**src/rtl/pio_pkg.sv**
```systemverilog
package pio_pkg;
  localparam int PORT_W = 8;
  localparam int HALF_W = PORT_W / 2;

  typedef enum logic [1:0] {
    SEL_A   = 2'b00,
    SEL_B   = 2'b01,
    SEL_C   = 2'b10,
    SEL_CTL = 2'b11
  } sel_e;

  localparam int DIR_A_BIT   = 4;
  localparam int DIR_B_BIT   = 1;
  localparam int DIR_CHI_BIT = 3;
  localparam int DIR_CLO_BIT = 0;

  localparam logic [PORT_W-1:0] CTL_RESET =
    PORT_W'((1 << DIR_A_BIT) | (1 << DIR_B_BIT) | (1 << DIR_CHI_BIT) | (1 << DIR_CLO_BIT));
endpackage

```
**src/rtl/pio_bus_decode.sv**
```systemverilog
module pio_bus_decode
  import pio_pkg::*;
(
  input  logic       cs_n,
  input  logic       rd_n,
  input  logic       wr_n,
  input  logic [1:0] addr,
  output logic       rd_act,
  output logic [3:0] rd_sel,
  output logic [3:0] wr_sel
);
  logic wr_act;

  assign rd_act = !cs_n && !rd_n && wr_n;
  assign wr_act = !cs_n && !wr_n && rd_n;

  for (genvar i = 0; i < 4; i++) begin : g_sel
    assign rd_sel[i] = rd_act && (addr == 2'(i));
    assign wr_sel[i] = wr_act && (addr == 2'(i));
  end
endmodule

```
**src/rtl/pio_regs.sv**
```systemverilog
module pio_regs
  import pio_pkg::*;
(
  input  logic              clk,
  input  logic              rst,
  input  logic [3:0]        wr_sel,
  input  logic              rd_a,
  input  logic [PORT_W-1:0] din,
  input  logic [PORT_W-1:0] pa_in,
  output logic [PORT_W-1:0] ctrl,
  output logic [PORT_W-1:0] a_out,
  output logic [PORT_W-1:0] b_out,
  output logic [PORT_W-1:0] c_out,
  output logic [PORT_W-1:0] a_lat
);
  logic ctl_wr;
  logic a_cap_en;

  assign ctl_wr   = wr_sel[SEL_CTL];
  assign a_cap_en = ctrl[DIR_A_BIT] && !rd_a;

  always_ff @(posedge clk) begin
    if (rst) begin
      ctrl <= CTL_RESET;
    end else if (ctl_wr) begin
      ctrl <= din;
    end
  end

  always_ff @(posedge clk) begin
    if (rst || ctl_wr) begin
      a_out <= '0;
      b_out <= '0;
    end else begin
      if (wr_sel[SEL_A]) a_out <= din;
      if (wr_sel[SEL_B]) b_out <= din;
    end
  end

  for (genvar h = 0; h < 2; h++) begin : g_cnib
    logic [HALF_W-1:0] nib_q;
    always_ff @(posedge clk) begin
      if (rst || ctl_wr) begin
        nib_q <= '0;
      end else if (wr_sel[SEL_C]) begin
        nib_q <= din[h*HALF_W +: HALF_W];
      end
    end
    assign c_out[h*HALF_W +: HALF_W] = nib_q;
  end

  always_ff @(posedge clk) begin
    if (rst) begin
      a_lat <= '0;
    end else if (a_cap_en) begin
      a_lat <= pa_in;
    end
  end

  AST_CTL_WR_CLEARS: assert property (@(posedge clk) disable iff (rst)
    wr_sel[SEL_CTL] |=> (a_out == '0 && b_out == '0 && c_out == '0));
  AST_PA_HOLD_ON_READ: assert property (@(posedge clk) disable iff (rst)
    rd_a |=> $stable(a_lat));
  AST_PB_WRITE_LANDS: assert property (@(posedge clk) disable iff (rst)
    wr_sel[SEL_B] |=> (b_out == $past(din)));
endmodule

```
**src/rtl/pio_rd_mux.sv**
```systemverilog
module pio_rd_mux
  import pio_pkg::*;
(
  input  logic [1:0]        addr,
  input  logic              rd_act,
  input  logic [PORT_W-1:0] ctrl,
  input  logic [PORT_W-1:0] a_lat,
  input  logic [PORT_W-1:0] a_out,
  input  logic [PORT_W-1:0] b_out,
  input  logic [PORT_W-1:0] c_out,
  input  logic [PORT_W-1:0] pb_in,
  input  logic [PORT_W-1:0] pc_in,
  output logic [PORT_W-1:0] dout
);
  logic [PORT_W-1:0] a_view, b_view, c_view, sel_view;
  logic [1:0]        c_dir;

  assign c_dir  = {ctrl[DIR_CHI_BIT], ctrl[DIR_CLO_BIT]};
  assign a_view = ctrl[DIR_A_BIT] ? a_lat : a_out;
  assign b_view = ctrl[DIR_B_BIT] ? pb_in : b_out;

  for (genvar h = 0; h < 2; h++) begin : g_cview
    assign c_view[h*HALF_W +: HALF_W] =
      c_dir[h] ? pc_in[h*HALF_W +: HALF_W] : c_out[h*HALF_W +: HALF_W];
  end

  always_comb begin
    unique case (sel_e'(addr))
      SEL_A:   sel_view = a_view;
      SEL_B:   sel_view = b_view;
      SEL_C:   sel_view = c_view;
      default: sel_view = ctrl;
    endcase
  end

  assign dout = rd_act ? sel_view : '0;
endmodule

```
**src/rtl/tri_port_pio.sv**
```systemverilog
module tri_port_pio
  import pio_pkg::*;
(
  input  logic              clk,
  input  logic              rst,
  input  logic              cs_n,
  input  logic              rd_n,
  input  logic              wr_n,
  input  logic [1:0]        addr,
  input  logic [PORT_W-1:0] din,
  output logic [PORT_W-1:0] dout,
  output logic              dout_oe,
  input  logic [PORT_W-1:0] pa_in,
  output logic [PORT_W-1:0] pa_out,
  output logic [PORT_W-1:0] pa_oe,
  input  logic [PORT_W-1:0] pb_in,
  output logic [PORT_W-1:0] pb_out,
  output logic [PORT_W-1:0] pb_oe,
  input  logic [PORT_W-1:0] pc_in,
  output logic [PORT_W-1:0] pc_out,
  output logic [PORT_W-1:0] pc_oe
);
  logic              rd_act;
  logic [3:0]        rd_sel, wr_sel;
  logic [PORT_W-1:0] ctrl, a_lat;
  logic [1:0]        c_dir;

  pio_bus_decode u_dec (
    .cs_n(cs_n), .rd_n(rd_n), .wr_n(wr_n), .addr(addr),
    .rd_act(rd_act), .rd_sel(rd_sel), .wr_sel(wr_sel)
  );

  pio_regs u_regs (
    .clk(clk), .rst(rst), .wr_sel(wr_sel), .rd_a(rd_sel[SEL_A]),
    .din(din), .pa_in(pa_in), .ctrl(ctrl), .a_out(pa_out),
    .b_out(pb_out), .c_out(pc_out), .a_lat(a_lat)
  );

  pio_rd_mux u_mux (
    .addr(addr), .rd_act(rd_act), .ctrl(ctrl), .a_lat(a_lat),
    .a_out(pa_out), .b_out(pb_out), .c_out(pc_out),
    .pb_in(pb_in), .pc_in(pc_in), .dout(dout)
  );

  assign dout_oe = rd_act;
  assign pa_oe   = {PORT_W{!ctrl[DIR_A_BIT]}};
  assign pb_oe   = {PORT_W{!ctrl[DIR_B_BIT]}};
  assign c_dir   = {ctrl[DIR_CHI_BIT], ctrl[DIR_CLO_BIT]};

  for (genvar h = 0; h < 2; h++) begin : g_coe
    assign pc_oe[h*HALF_W +: HALF_W] = {HALF_W{!c_dir[h]}};
  end

  AST_OE_OFF_UNSELECTED: assert property (@(posedge clk) disable iff (rst)
    cs_n |-> !dout_oe);
  AST_OE_OFF_IDLE: assert property (@(posedge clk) disable iff (rst)
    (rd_n && wr_n) |-> !dout_oe);
  AST_RESET_ALL_INPUT: assert property (@(posedge clk) disable iff (rst)
    $fell(rst) |-> (pa_oe == '0 && pb_oe == '0 && pc_oe == '0));
endmodule

```
**config.mk**
```make
export PLATFORM = sky130hd
export DESIGN_NAME = tri_port_pio
export DESIGN_NICKNAME = d
export VERILOG_FILES = /design/src/rtl/pio_pkg.sv /design/src/rtl/pio_bus_decode.sv /design/src/rtl/pio_regs.sv /design/src/rtl/pio_rd_mux.sv /design/src/rtl/tri_port_pio.sv
export SDC_FILE = /design/constraint.sdc
export NUM_CORES = 1
export LEC_CHECK = 0
export ABC_AREA = 1
export BUFFER_PORTS_ARGS = -buffer_cell sky130_fd_sc_hd__buf_2
export CORE_MARGIN = 5
export CORE_UTILIZATION = 55
export CTS_BUF_LIST = sky130_fd_sc_hd__clkbuf_4 sky130_fd_sc_hd__clkbuf_8
export DETAILED_ROUTE_END_ITERATION = 10
export PLACE_DENSITY = 0.95
export SYNTH_ARGS = -nofsm -noshare
export SYNTH_HDL_FRONTEND = slang
export SYNTH_SLANG_ARGS = --single-unit
export TNS_END_PERCENT = 5
```
**constraint.sdc**
```tcl
create_clock -name clk -period 2.45 [get_ports clk]
set_input_delay 0.3675 -clock clk [delete_from_list [all_inputs] [get_ports clk]]
set_output_delay 0.3675 -clock clk [all_outputs]
set_load 0.01 [all_outputs]
```
==> impl_metrics.ini, run 1 <==
[detailed_routing]
avgRoutedWirePerCell_um = 13.5
vias = 2752
postRouteAntennaNets = 0
dr.pass1.iters = 5
drc = 0
wl_um = 6920
first_iter_violations = 271
via_per_inst = 5.35

[synthesis]
yosysSeqAreaShare = 0.319
synth_top_area_frac = 0.319
ys.flop_type = dfxtp_1
netlist_area_um2 = 2510
yosysMostFrequentCell = nand2_1
synth.avg_cell_area_um2 = 6.39
ys_top_cells_by_count = nand2_1 (121), inv_1 (51), dfxtp_1 (40)
yosys.area.top_type = dfxtp_1
yosysUniqueCellTypes = 21
ys_ff_latch = 40
synth_edf_count = 0
synthTopCellsByArea = dfxtp_1 (32%), nand2_1 (18%), inv_1 (7.6%), a21oi_1 (7.2%), buf_4 (6.6%)
async_flop_share = 0
synth_fp_nets = 432
netlist_instances = 393
synth_warnings = 0

[critical_path]
rr_worst_depth = 4
critPathMaxStageDelay_ps = 570
r2r_slack_ps = 1510
crit_end = dout[4]
worstReg2RegEnd = u_regs.a_lat[3]
start_kind = flip-flop
crit_fanout = 16
worstPathArrival_ps = 1870
worstSetupEndpointType = primary output
worst_path_max_delay_cell = dfxtp_1
crit_chain = clkinvlp_4, nand2_1, nand3_1, nand2_1, nor2_1, nor2_1, buf_2
worstReg2RegStart = u_regs.ctrl[4]
cp.required_ps = 2080
criticalPathCategory = reg2out
critPathLaunch = u_regs.ctrl[1]

[pwr]
switching_share = 0.285
sequentialPowerShare = 0.484
p_total_w = 0.00140
p_per_area_nw_per_um2 = 480
vdd_drop_max_uv = 276
internal_power_w = 0.00100
netSwitchingPower_w = 0.000398
clock_power_share = 0.350
power_leakage_nw = 1.54
p_comb_frac = 0.167

[sta]
maxSlewHeadroom = 0.679
maxSlewViolCount = 0
post-route-period-util = 0.913
worstMarginPinSlew_ps = 481
holdWs_ps = 286
hold_violations = 0
period_minus_slack_ps = 2240
skew_ps = 2.75
fmax_ghz = 0.447
tns_ps = 0
rsz0062_at_grt = no
setup_viol = 0

[cts]
postCtsSetupBuffers = 0
worstSkewPairLatency_ps = 290
hold_buffers = 0
cts_buffers = 5
cts-root-buf = clkbuf_8
clkSlewWorstSetupHoldPaths_ps = 80
cts_tree = built
clockBufferDepth = 2
clock-sinks = 40
htree_levels = 2

[placed_design]
io_buffers = 95
place.gp.congestion = 0.920
hpwl_um = 5170
placed_area_um2 = 2810

[worst_hold_path]
hold_path_depth = 2
holdCritPathClass = in2reg
worstHoldStart = rst

[layout]
final_nets = 500
fillers = 397
final_area_um2 = 2910
drive_gt1_frac = 0.266
antenna_cells = 0
syn2layout_area_growth_pct = 16.0

[floorplan]
dieHeight_um = 77.6
die_w_um = 77.6
start_util = 0.573
io_pins = 96
core_area_um2 = 4380
core.rowCount = 24
die_area_um2 = 6020

[outcome]
outcome = complete, no violations

[global_route]
grt_usage = 0.221
grt_pass1_wl_um = 11100
grt_max_degree = 31
grt_pass1_vias = 2423
grt-ovfl-total = 0
antenna_found_initial = 0

[job]
cap_violations = 0
worst min path at each step:
stage	endpoint	slack (ps)
after floorplan	u_regs.ctrl[2]	440
after global placement	u_regs.ctrl[6]	450
after detailed placement	u_regs.ctrl[7]	460
after CTS	u_regs.ctrl[7]	290
after global routing	u_regs.ctrl[2]	300
final	u_regs.ctrl[6]	290
layout make-up:
| class | count | area (um^2) | area share |
|---|---|---|---|
| multi-input combinational | 259 | 1230 | 0.422 |
| sequential | 40 | 801 | 0.275 |
| timing repair buffer | 99 | 505 | 0.173 |
| inverter | 56 | 214 | 0.0734 |
| clock buffer | 8 | 97.6 | 0.0335 |
| tap | 52 | 65.1 | 0.0223 |
per-stage QoR:
step                       util  setup WS (ps)  instances
final                     0.665            212        514
after global routing      0.665           13.6        514
after CTS                 0.664            190        514
after detailed placement  0.642            521        506
after global placement    0.642            546        506
after floorplan               -            855        393
logic make-up (layout without fill, tap and decap cells):
logic type | count (synthesis) | count (layout) | synth area share
buffers and inverters | 94 | 163 | 0.191
AND/OR/NAND/NOR | 215 | 215 | 0.402
flip-flops | 40 | 40 | 0.319
AO/OA/AOI/OAI | 44 | 44 | 0.0876
placed cells by master, fill, tap and decap left out:
cell,Yosys,final
nand3_4,2,2
a21oi_1,36,36
nand4_1,24,24
clkbuf_4,0,2
nand2_1,121,121
nand3_1,33,33
clkinv_1,2,1
nor2_1,25,25
nor2_4,4,4
buf_2,6,95
buf_4,22,4
o21ai_0,8,8
nand3_2,2,2
nor2_2,1,1
dfxtp_1,40,40
nor3b_4,1,1
clkbuf_8,0,6
nand2_4,2,2
inv_1,51,51
clkinvlp_4,0,1
inv_2,3,3
repair_timing:
action	in CTS	in global routing
endpoints found under the setup margin	0	5
resized for setup	0	1
hold endpoints to repair	0	0
state kept, by name, indices dropped and copies added, names as in the netlist:
register and cells:
u_regs.g_cnib.nib_q 8, u_regs.ctrl 8, u_regs.a_out 8, u_regs.b_out 8, u_regs.a_lat 8
worst max-delay path: cells and delay by family, from the launching register on:
family | cells | cell delay, ps
flip-flops | 1 | 570
buffers and inverters | 2 | 510
AND/OR/NAND/NOR | 5 | 500
metal layers:
| metal | track usage | part of all wire |
|---|---|---|
| met1 | 0.298 | 0.41 |
| met2 | 0.346 | 0.46 |
| met3 | 0.0451 | 0.11 |
| met4 | 0.0808 | 0.017 |
| met5 | 0 | 0 |
power groups by stage:
stage / combinational [W] / clock, W / sequential, W
6_report: 0.000233 / 0.000489 / 0.000677
5_1_grt: 0.000259 / 0.000507 / 0.000679
4_1_cts: 0.000232 / 0.000489 / 0.000677
3_5_place_dp: 0.000231 / 0 / 0.000692
3_3_place_gp: 0.000229 / 0 / 0.000691
2_1_floorplan: 0.000154 / 0 / 0.000691
Note: power is estimated with default switching activity, not from simulation.
==> inputs of run 2 (changes only) <==
--- a/config.mk
+++ b/config.mk
@@ -8,10 +8,10 @@
 export ABC_AREA = 1
 export BUFFER_PORTS_ARGS = -buffer_cell sky130_fd_sc_hd__buf_2
 export CORE_MARGIN = 5
-export CORE_UTILIZATION = 55
+export CORE_UTILIZATION = 46
 export CTS_BUF_LIST = sky130_fd_sc_hd__clkbuf_4 sky130_fd_sc_hd__clkbuf_8
 export DETAILED_ROUTE_END_ITERATION = 10
-export PLACE_DENSITY = 0.95
+export PLACE_DENSITY = 0.86
 export SYNTH_ARGS = -nofsm -noshare
 export SYNTH_HDL_FRONTEND = slang
 export SYNTH_SLANG_ARGS = --single-unit
==> constraint.sdc (replaced) <==
create_clock -name clk -period 1.9 [get_ports clk]
set_input_delay 0.285 -clock clk [delete_from_list [all_inputs] [get_ports clk]]
set_output_delay 0.285 -clock clk [all_outputs]
set_load 0.01 [all_outputs]
==> impl_metrics.ini, run 2 (synthesis gave the netlist of run 1 again) <==
[pwr]
vdd_drop_max_uv = 351
p_per_area_nw_per_um2 = 624
power_leakage_nw = 1.56

[detailed_routing]
avgRoutedWirePerCell_um = 13.2
first_iter_violations = 226
drc = 0
via_per_inst = 5.13
postRouteAntennaNets = 0
vias = 2750
dr.pass1.iters = 5
wl_um = 7100

[sta]
holdWs_ps = 207
setup_ws_ps = 96.2
hold_violations = 0
skew_ps = 4.23
period_minus_slack_ps = 1800
setup_viol = 0
worstMarginPinSlew_ps = 383
maxSlewViolCount = 0
fmax_ghz = 0.554
maxSlewHeadroom = 0.744
post-route-period-util = 0.949

[cts]
worstSkewPairLatency_ps = 290
hold_buffers = 0
cts_tree = built
postCtsSetupBuffers = 0
clockBufferDepth = 2
cts_buffers = 5
clock-sinks = 40
htree_levels = 2
cts-root-buf = clkbuf_8
cts_resized = 2
clkSlewWorstSetupHoldPaths_ps = 80

[critical_path]
crit_end = dout[5]
worstSetupEndpointType = primary output
r2r_slack_ps = 970
crit_buf_inv = 2
worstReg2RegEnd = u_regs.a_lat[6]
critPathLaunch = u_regs.ctrl[4]
path_depth = 7
crit_fanout = 26
rr_worst_depth = 4
worst_path_max_delay_cell = dfxtp_1
start_kind = flip-flop
worstPathArrival_ps = 1520
crit_chain = buf_8, nand2_1, nand3_1, nand2_1, nor2_1, nor2_1, buf_2
critPathMaxStageDelay_ps = 410
worstReg2RegStart = u_regs.ctrl[4]
criticalPathCategory = reg2out
cp.required_ps = 1620
crit_family = simple AND/OR/NAND/NOR gates

[global_route]
antenna_found_initial = 0
grt-ovfl-total = 0
grt_usage = 0.201
grt_max_degree = 31
grt_pass1_vias = 2564
grt_pass1_wl_um = 11700

[floorplan]
dieHeight_um = 83.9
core_area_um2 = 5410
die_area_um2 = 7040
io_pins = 96
start_util = 0.465
core.rowCount = 27
die_w_um = 83.9

[layout]
final_nets = 502
fillers = 539
syn2layout_area_growth_pct = 19.0
final_common_cell = nand2_1
drive_gt1_frac = 0.274
layout_common_cells = nand2_1 (121), buf_2 (95), inv_1 (51), dfxtp_1 (39), a21oi_1 (36)
antenna_cells = 0

[placed_design]
dpl_worst_slack_ps = 257
place.gp.congestion = 0.923
hpwl_um = 5330
io_buffers = 95

[worst_hold_path]
holdCritPathClass = in2reg

[job]
cap_violations = 0

[outcome]
outcome = complete, no violations
## run 2: routing by layer
layer,global-route usage,up-vias,share of wire
li1,-,1364,-
met1,0.254,1215,0.39
met2,0.323,149,0.47
met3,0.0563,22,0.11
met4,0.0804,0,0.027
met5,0,-,0
## run 2: worst min-delay path by stage
stage / to / slack (ps) / depth (start not counted) / startpoint
floorplan: u_regs.ctrl[2] / 350 / 1 / rst
global placement: u_regs.ctrl[5] / 450 / 2 / u_regs.ctrl[5]
detailed placement: u_regs.ctrl[6] / 450 / 2 / u_regs.ctrl[6]
CTS: u_regs.ctrl[6] / 200 / 2 / rst
global route: u_regs.ctrl[6] / 200 / 2 / rst
finish: u_regs.ctrl[6] / 210 / 2 / rst
## run 2: per-stage QoR
stage / setup TNS, ps / total power, W / instance area (um^2) / std cells / utilization
4_1_cts: 0 / 0.00187 / 2980 / 536 / 0.551
2_1_floorplan: 0 / 0.00109 / 2510 / 393 / -
6_report: 0 / 0.00186 / 2990 / 536 / 0.553
3_5_place_dp: 0 / 0.00120 / 2870 / 528 / 0.530
3_3_place_gp: 0 / 0.00119 / 2870 / 528 / 0.530
5_1_grt: -24.8 / 0.00195 / 2990 / 536 / 0.553
## run 2: area by class of cell
type / count / area, um^2 / area share
multi-input combinational: 259 / 1230 / 0.412
clock buffer: 5 / 68.8 / 0.0230
timing repair buffer: 101 / 541 / 0.181
clock inverter: 3 / 42.5 / 0.0142
sequential: 40 / 802 / 0.268
inverter: 56 / 214 / 0.0716
tap: 72 / 90.1 / 0.0301
## run 2: where the power goes
group	internal, W	switching (W)
clock network	0.000388	0.000292
logic	0.000112	0.000199
registers	0.000859	0.0000142
total	0.00136	0.000506
==> inputs of run 3 (changes only) <==
--- a/config.mk
+++ b/config.mk
@@ -10,6 +10,7 @@
 export CORE_MARGIN = 5
 export CORE_UTILIZATION = 46
 export CTS_BUF_LIST = sky130_fd_sc_hd__clkbuf_4 sky130_fd_sc_hd__clkbuf_8
+export CTS_CLUSTER_SIZE = 16
 export DETAILED_ROUTE_END_ITERATION = 10
 export PLACE_DENSITY = 0.86
 export SYNTH_ARGS = -nofsm -noshare
==> constraint.sdc (replaced) <==
create_clock -name clk -period 1.5 [get_ports clk]
set_input_delay 0.225 -clock clk [delete_from_list [all_inputs] [get_ports clk]]
set_output_delay 0.225 -clock clk [all_outputs]
set_load 0.01 [all_outputs]
==> impl_metrics.ini, run 3 (synthesis gave the netlist of run 1 again) <==
[pwr]
clock_power_share = 0.383
sequentialPowerShare = 0.444
internal_power_w = 0.00179
vdd_drop_max_uv = 478
switching_share = 0.278
p_total_w = 0.00248
p_comb_frac = 0.173
p_per_area_nw_per_um2 = 782
netSwitchingPower_w = 0.000691
power_leakage_nw = 1.66

[detailed_routing]
vias = 2875
dr.pass1.iters = 7
via_per_inst = 5.19
avgRoutedWirePerCell_um = 14.0
postRouteAntennaNets = 0
drc = 0
wl_um = 7750
first_iter_violations = 339

[global_route]
grt_max_degree = 31
grt_pass1_vias = 2719
grt_pass1_wl_um = 12600
grt_usage = 0.219
grt-ovfl-total = 0
antenna_found_initial = 0

[critical_path]
crit_chain = buf_6, nand2_1, nand3_1, nand2_1, nor2_1, nor2_1, buf_2
critPathMaxStageDelay_ps = 370
cp.required_ps = 1270
worstSetupEndpointType = primary output
crit_family = simple AND/OR/NAND/NOR gates
start_kind = flip-flop
worstPathArrival_ps = 1380
criticalPathCategory = reg2out
worst_path_max_delay_cell = dfxtp_4
crit_fanout = 4
crit_buf_inv = 2

[layout]
seq_area_um2 = 813
final_common_cell = nand2_1
syn2layout_area_growth_pct = 26.3
multi_input_area_um2 = 1250
final_area_um2 = 3170
layout_common_cells = nand2_1 (117), buf_2 (95), inv_1 (49), a21oi_1 (36), dfxtp_1 (36)
final_nets = 520
fillers = 515
drive_gt1_frac = 0.324
antenna_cells = 0

[floorplan]
core.rowCount = 27
die_area_um2 = 7040
dieHeight_um = 83.9
start_util = 0.465
core_area_um2 = 5410
io_pins = 96
die_w_um = 83.9

[cts]
cts_buffers = 5
clkSlewWorstSetupHoldPaths_ps = 80
hold_buffers = 0
clockBufferDepth = 2
clock-sinks = 40
cts_tree = built
worstSkewPairLatency_ps = 300
cts-root-buf = clkbuf_8
htree_levels = 2

[sta]
maxSlewHeadroom = 0.753
skew_ps = 1.90
fmax_ghz = 0.622
setup_ws_ps = -107
period_minus_slack_ps = 1610
setup_viol = 8
hold_violations = 0
rsz0062_at_grt = yes
post-route-period-util = 1.07
maxSlewViolCount = 0
worstMarginPinSlew_ps = 370

[outcome]
violations = negative setup slack
outcome = complete, but fails checks

[worst_hold_path]
holdCritPathClass = in2reg

[placed_design]
io_buffers = 95
hpwl_um = 5630
placed_area_um2 = 2950
place.gp.congestion = 0.956

[job]
cap_violations = 0
==> run 3: cell count changes in the layout (fill, tap and decap cells not counted), sizes merged <==
cell	delta
buf	+17
clkbuf	+1
clkinv	+1
clkinvlp	-1
==> run 3: what timing repair did <==
item	4_1_cts	5_1_grt
cloned	1	0
setup endpoints to repair	8	9
pin swaps	5	3
setup buffers	6	0
gates resized for setup	16	9
==> run 3: layout make-up <==
type / instances / share of cell area
clock buffer: 6 / 0.0260
clock inverter: 2 / 0.0122
inverter: 56 / 0.0690
timing repair buffer: 118 / 0.213
tap: 72 / 0.0284
multi-input combinational: 259 / 0.394
timing repair inverter: 1 / 0.00158
sequential: 40 / 0.256
==> run 3: worst paths after layout <==
kind	startpoint	to	slack [ps]	cells past startpoint
worst max-delay path	u_regs.ctrl[3]	dout[7]	-110	7
worst min-delay path	rst	u_regs.ctrl[7]	150	2
worst max register to register	u_regs.ctrl[4]	u_regs.a_lat[4]	440	5
worst min register to register	u_regs.ctrl[6]	u_regs.ctrl[6]	470	2
==> run 3: per-layer routing <==
metal	track usage	vias to the layer above	part of all wire	wire, um
met3	0.0592	40	0.10	786
met1	0.259	1271	0.40	3080
met5	0	-	0	0
li1	-	1395	-	-
met2	0.369	169	0.46	3560
met4	0.0965	0	0.041	319
==> run 3: through the flow <==
step / util / instances / TNS [ps] / worst slack, ps / hold WS, ps
3_3_place_gp: 0.545 / 539 / 0 / 55.3 / 449
4_1_cts: 0.582 / 554 / -488 / -74.0 / 146
5_1_grt: 0.587 / 554 / -1090 / -156 / 153
6_report: 0.587 / 554 / -573 / -107 / 151
2_1_floorplan: - / 393 / 0 / 47.3 / 294
3_5_place_dp: 0.545 / 539 / 0 / 45.3 / 453
==> run 3: power by group through the flow <==
| stage | registers (W) | clock network, W | logic, W |
|---|---|---|---|
| final | 0.00110 | 0.000950 | 0.000430 |
| after global routing | 0.00111 | 0.000994 | 0.000473 |
| after CTS | 0.00110 | 0.000953 | 0.000418 |
| after detailed placement | 0.00113 | 0 | 0.000407 |
| after global placement | 0.00113 | 0 | 0.000399 |
| after floorplan | 0.00113 | 0 | 0.000252 |
